[config.mk]
export PLATFORM = sky130hd
export DESIGN_NAME = ldperm_gate
export DESIGN_NICKNAME = d
export VERILOG_FILES = /design/src/rtl/ldperm_gate.sv
export SDC_FILE = /design/constraint.sdc
export NUM_CORES = 1
export LEC_CHECK = 0
export BUFFER_PORTS_ARGS = -buffer_cell sky130_fd_sc_hd__buf_2
export CAP_MARGIN = 20
export CORE_MARGIN = 2
export CORE_UTILIZATION = 40
export CTS_CLUSTER_DIAMETER = 120
export DETAILED_ROUTE_END_ITERATION = 12
export PLACE_DENSITY = 0.88
export SLEW_MARGIN = 10
export SYNTH_ARGS = -nofsm -noshare
export SYNTH_HDL_FRONTEND = slang
export SYNTH_SLANG_ARGS = --single-unit
[constraint.sdc]
create_clock -name clk -period 1.8 [get_ports clk]
set_clock_uncertainty 0.15 [all_clocks]
set_input_delay 0.09 -clock clk [delete_from_list [all_inputs] [get_ports clk]]
set_output_delay 0.09 -clock clk [all_outputs]
set_load 0.02 [all_outputs]
[src/rtl/ldperm_gate.sv]
module ldperm_gate #(
  parameter int DATA_W = 64,
  parameter int TAG_W  = 6
) (
  input  logic              clk,
  input  logic              rst_n,
  input  logic              flush,
  input  logic              ld_valid,
  output logic              ld_ready,
  input  logic [TAG_W-1:0]  ld_tag,
  input  logic [DATA_W-1:0] ld_data,
  input  logic              xl_hit,
  input  logic              xl_allow,
  input  logic              fill_valid,
  input  logic              fill_present,
  input  logic              fill_allow,
  output logic              res_valid,
  input  logic              res_ready,
  output logic [TAG_W-1:0]  res_tag,
  output logic [DATA_W-1:0] res_data,
  output logic              res_fault,
  output logic [1:0]        res_cause
);
  localparam logic [1:0] CAUSE_NONE  = 2'b00;
  localparam logic [1:0] CAUSE_PERM  = 2'b01;
  localparam logic [1:0] CAUSE_NOMAP = 2'b10;

  typedef enum logic [1:0] {S_EMPTY, S_WAIT, S_FULL} st_t;

  st_t               st;
  logic [TAG_W-1:0]  q_tag;
  logic [DATA_W-1:0] q_data;
  logic [1:0]        q_cause;

  logic       drain, take, fill_take;
  logic [1:0] hit_cause, fill_cause;

  assign drain     = (st == S_FULL) && res_ready;
  assign ld_ready  = (st == S_EMPTY) || drain;
  assign take      = ld_valid && ld_ready && !flush;
  assign fill_take = (st == S_WAIT) && fill_valid && !flush;

  assign hit_cause  = xl_allow ? CAUSE_NONE : CAUSE_PERM;
  assign fill_cause = !fill_present ? CAUSE_NOMAP :
                      (!fill_allow ? CAUSE_PERM : CAUSE_NONE);

  always_ff @(posedge clk) begin
    if (!rst_n) begin
      st      <= S_EMPTY;
      q_tag   <= '0;
      q_data  <= '0;
      q_cause <= CAUSE_NONE;
    end else if (flush) begin
      st <= S_EMPTY;
    end else if (take) begin
      q_tag <= ld_tag;
      if (xl_hit) begin
        st      <= S_FULL;
        q_data  <= ld_data & {DATA_W{xl_allow}};
        q_cause <= hit_cause;
      end else begin
        st      <= S_WAIT;
        q_data  <= ld_data;
        q_cause <= CAUSE_NONE;
      end
    end else if (fill_take) begin
      st      <= S_FULL;
      q_cause <= fill_cause;
      q_data  <= q_data & {DATA_W{fill_cause == CAUSE_NONE}};
    end else if (drain) begin
      st <= S_EMPTY;
    end
  end

  assign res_valid = (st == S_FULL);
  assign res_tag   = q_tag;
  assign res_data  = q_data;
  assign res_cause = q_cause;
  assign res_fault = |q_cause;
endmodule

---- Word-level counts from Yosys, hierarchy flattened ----
Index checks and enable logic that the tools add are counted.
word-level totals
  bits of input ports ..................... 80
  logic and storage cells ................. 38
  output and inout bits ................... 75
  bits in registers ....................... 74
operators by class
  equal/unequal tests ..................... 2
  reduce and logical (&&, ||, !) cells .... 15
  bitwise gates (word level) .............. 4
  multiplexer cells ....................... 13
operators with widths
  cell                  count
  $mux W64              3
  $and A64 B64 Y64      2
  $mux W2               7
  $logic_and A1 B1 Y1   5
  $logic_not A2 Y1      2
  $reduce_and A2 Y1     2
  $reduce_or A2 Y1      2
  $mux W1               3
  $reduce_bool A3 Y1    1
  $eq A2 B1 Y1 const B  1
  $eq A2 B2 Y1 const B  1
  $not A1 Y1            2
  $reduce_bool A2 Y1    1
  $logic_not A1 Y1      1
  $logic_or A1 B1 Y1    1

---- Logic depth before layout (Yosys ltp) ----
  depth in word-level cells ............... 7
  mapped depth ............................ 6

---- Worst setup path before layout ----
No wires, ideal clock.
  path type ............................... register to register
  start point ............................. reg st[1]
  end point ............................... reg q_data[29] (netlist: res_data[29])
  data arrival time ....................... 1,419 ps
  data required time ...................... 1,528 ps
  period minus slack after synthesis ...... 1,691 ps
  cell stages (with the launch flop) ...... 7
  library setup time ...................... 122 ps
  buffers on the path ..................... 2
  slack ................................... 109 ps
  path through ............................ dfxtp_1 > nor2b_1 > or4b_1 > buf_2 > nand2_2 > buf_2 > o22ai_1
between the ends
  word-level cells in the longest chain between the ends .. 7
ends and longest elaborated chain
  what                                 line  text
  start, declared                      30    st_t st;
  start signal, assigned               49    st <= S_EMPTY;
  start signal, assigned               54    st <= S_EMPTY;
  start signal, assigned               58    st <= S_FULL;
  $eq A2 B2 Y1                         38    assign drain = (st == S_FULL) && res_ready;
  $logic_and A1 B1 Y1                  38
  $logic_or A1 B1 Y1                   39    assign ld_ready = (st == S_EMPTY) || drain;
  $logic_and A1 B1 Y1 (2 in a row)     40    assign take = ld_valid && ld_ready && !flush;
  $reduce_bool A2 Y1 (no source line)  -
  $reduce_and A2 Y1 (no source line)   -
  end signal, assigned                 59    q_data <= ld_data & {DATA_W{xl_allow}};
  end signal, assigned                 63    q_data <= ld_data;
  end signal, assigned                 69    q_data <= q_data & {DATA_W{fill_cause == CAUSE_NONE}};
  end, declared                        32    logic [DATA_W-1:0] q_data;
Parallel ways exist; a longest one is shown, timed or not.
A chain may end at the register's enable or synchronous reset.

---- Final worst setup path ----
  start point ............................. in flush
  end point ............................... reg q_data[34] (netlist: res_data[34])
between the ends
  word-level cells in the longest chain between the ends .. 4
ends and longest elaborated chain
  what                                           line    text
  start, declared                                7       input logic flush,
  $logic_not A1 Y1                               40, 41
  $logic_and A1 B1 Y1, on equally long branches  40, 41
  $reduce_bool A2 Y1 (no source line)            -
  $reduce_and A2 Y1 (no source line)             -
Parallel ways exist; a longest one is shown, timed or not.

==> reports/metrics.csv <==
stage,metric,value,unit
synth,ys_top_cells_by_count,"dfxtp_1 (74), nand3_1 (65), nand2_1 (64), o22ai_1 (64), clkbuf_1 (22)",
power,switching_share,0.264,
floorplan,num_io_pins,155,
clock_tree,clk_pin_slew,0.07,ns
routing,drt-total-wl,9780,microns
layout,fin_area,4750,sq um
worst_setup_path,critPathCapture,res_data[34],
timing,slew_viol_final,0,
synth,synth.top_cell.area_share,0.513,
synth,syn_avg_cell_area,8.52,sq um
worst_setup_path,cp.required,1.89,ns
power,p_int,2.71,mW
timing,relSlewSlack,0.644,
run,cap_viol_max_count,0,
synth,synth_seq_cells,74,
timing,rsz0062_at_grt,true,
routing,ant_nets,0,
clock_tree,clkSinkCount,74,
global_route,antenna_found_initial,0,
layout,drive_above_1_share,0.338,
synth,seq_area_frac_synth,0.513,
timing,tns,0,ns
global_route,grt.busiest_layer,met2,
layout,nets,635,
placement,placedInstanceArea,3750,sq um
global_route,grt_pass1_vias,3193,
worst_setup_path,cp_num_cells,6,
power,power.share.clock,0.336,
power,combPwrFrac,0.191,
layout,final_util,0.687,
clock_tree,root_buffer,clkbuf_8,
global_route,met1_usage,0.252,
synth,synth-warning-count,0,
global_route,grt_max_degree,139,
timing,setup_ws,0.0280,ns
routing,avgRoutedWirePerCell,14.9,microns
floorplan,core,6910,sq um
power,seqPwrFrac,0.473,
hold_path,hp-class,in2reg,
global_route,gr-usage-met2,0.423,
placement,dpl.cell_count,564,
synth,synth_nets,419,
floorplan,start_util,0.418,
global_route,grt_pass1_wl,14400,microns
placement,io_buffers,154,
synth,synth_area_leaders,"dfxtp_1 (51%), o22ai_1 (14%), nand3_1 (11%)",
layout,diodes,0,
floorplan,die_x,89.0,microns
placement,hpwlAfterDp,5230,microns
status,run_status,"finished, final reports clean",
timing,setup_viol,0,
synth,ys.flop_type,dfxtp_1,
worst_setup_path,reg2reg_to,res_data[34],
power,peakVddDrop,509,uV
worst_setup_path,cp_slowest_cell,or4b_4,
global_route,grtUsageTotal,0.234,
routing,vias_per_cell,5.14,
floorplan,die_h,89.0,microns
worst_setup_path,reg2reg_from,st[1],
placement,post-place-ws,-0.0936,ns
worst_setup_path,cpPeakStageDelay,0.57,ns
worst_setup_path,cp.arrival,1.86,ns
routing,dr.pass1.iters,4,
worst_setup_path,cp_cell_sequence,dlygate4sd3_1 > buf_2 > or4b_4 > buf_12 > buf_4 > o22ai_1,
clock_tree,htreeDepth,3,
synth,ys_types,24,
synth,yosysMostFrequentCell,dfxtp_1,
floorplan,rows,30,
routing,vias,3364,
clock_tree,clockBufferDepth,2,
timing,fin_crit_sh,0.984,
timing,clock.fmax,564,MHz
worst_setup_path,startpoint_type,primary input,
worst_setup_path,cp_max_fo,14,
layout,n_fill_cell,537,
power,p_leak,2.15,nW
timing,fin_hold_ws,0.185,ns
synth,yosys.area.top_type,dfxtp_1,
worst_setup_path,path_buf_inv,4,
layout,area_growth,64.3,%
worst_setup_path,crit_type,in2reg,
global_route,gr-total-overflow,0,
clock_tree,cts_buffers,9,
power,finalPower,3.69,mW
routing,drtIter0Drc,136,
placement,gp_congestion,0.725,
routing,drc_errors,0,
power,power_switching,0.974,mW
floorplan,die_area,7920,sq um
synth,synthArstFlopShare,0,
worst_setup_path,path_delay_family,buffers and inverters,
synth,syn_area,2890,sq um
worst_setup_path,end_kind,flop,
timing,tightest_slew,0.535,ns
timing,hold_viol,0,
power,power_density,777,nW/um^2
global_route,grt_use_met3,0.0563,
worst_setup_path,rr_worst_depth,5,
synth,syn_inst,339,
clock_tree,tritoncts,done,
worst_setup_path,startpoint,flush,
timing,period_needed,1.77,ns
worst_setup_path,ff2ff_setup_slack,0.05,ns
layout,fin_cells,655,
clock_tree,clk_latency,0.33,ns
synth,synth-edff-count,0,
==> cells by family after synthesis <==
group | share of synthesized area
buffers and inverters | 0.0702
multiplexers | 0.0208
AO/OA/AOI/OAI | 0.158
AND/OR/NAND/NOR | 0.239
flip-flops | 0.513
==> metal layers <==
| metal | up-vias | wire length (microns) |
|---|---|---|
| li1 | 1635 | - |
| met1 | 1547 | 3740 |
| met2 | 147 | 5080 |
| met3 | 35 | 612 |
| met4 | 0 | 347 |
| met5 | - | 0 |
==> power by group through the flow <==
stage,sequential (mW),combinational [mW],clock [mW]
finish,1.74,0.703,1.24
global route,1.75,0.753,1.35
CTS,1.74,0.677,1.28
detailed placement,1.78,0.547,0
global placement,1.78,0.536,0
floorplan,1.87,0.243,0
==> worst min path at each step <==
stage | startpoint | endpoint | slack (ns) | cells past startpoint
2_1_floorplan | flush | st[0] | 0.02 | 1
3_3_place_gp | flush | st[0] | 0.15 | 2
3_5_place_dp | flush | st[0] | 0.16 | 2
4_1_cts | fill_valid | res_cause[1] | 0.16 | 5
5_1_grt | fill_valid | res_cause[0] | 0.19 | 5
6_report | fill_valid | res_cause[1] | 0.18 | 5
==> tightest hold or removal path: cells and delay by family <==
kind	cells	cell delay (ns)
compound gates	1	0.08
simple gates	2	0.21
buf+inv	2	0.25
==> cell type report <==
class                           count  area, sq um  share of cell area
Inverter                            2         7.51             0.00158
Clock buffer                       12          145              0.0306
Tap cell                           96          120              0.0253
Multi-Input combinational cell    226         1250               0.264
Sequential cell                    74         1480               0.312
Timing Repair Buffer              242         1700               0.358
Clock inverter                      3         40.0             0.00843
==> state kept, by name (all words and copies together), names as in the netlist <==
name,cells
res_cause,2
res_data,64
res_tag,6
st,2
==> timing repair <==
action | 4_1_cts | 5_1_grt
resized for setup | 2 | 6
hold buffers | 76 | 0
pin swaps | 0 | 0
buffers inserted | 0 | 0
endpoints found under the hold margin | 74 | 0
endpoints found under the setup margin | 73 | 5
==> placed cells by master, fill, tap and decap left out, types with 2 or more instances in the layout <==
cell and n:
a21oi_1 3, buf_12 6, buf_2 153, buf_4 7, clkbuf_1 2, clkbuf_8 10, clkinv_2 2, dfxtp_1 74
dlygate4sd3_1 76, inv_1 2, mux2i_1 6, nand2_1 64, nand3_1 65, nor2_1 3, nor2b_1 9, o22ai_1 59
o22ai_2 5
(Power assumes the default switching activity.)
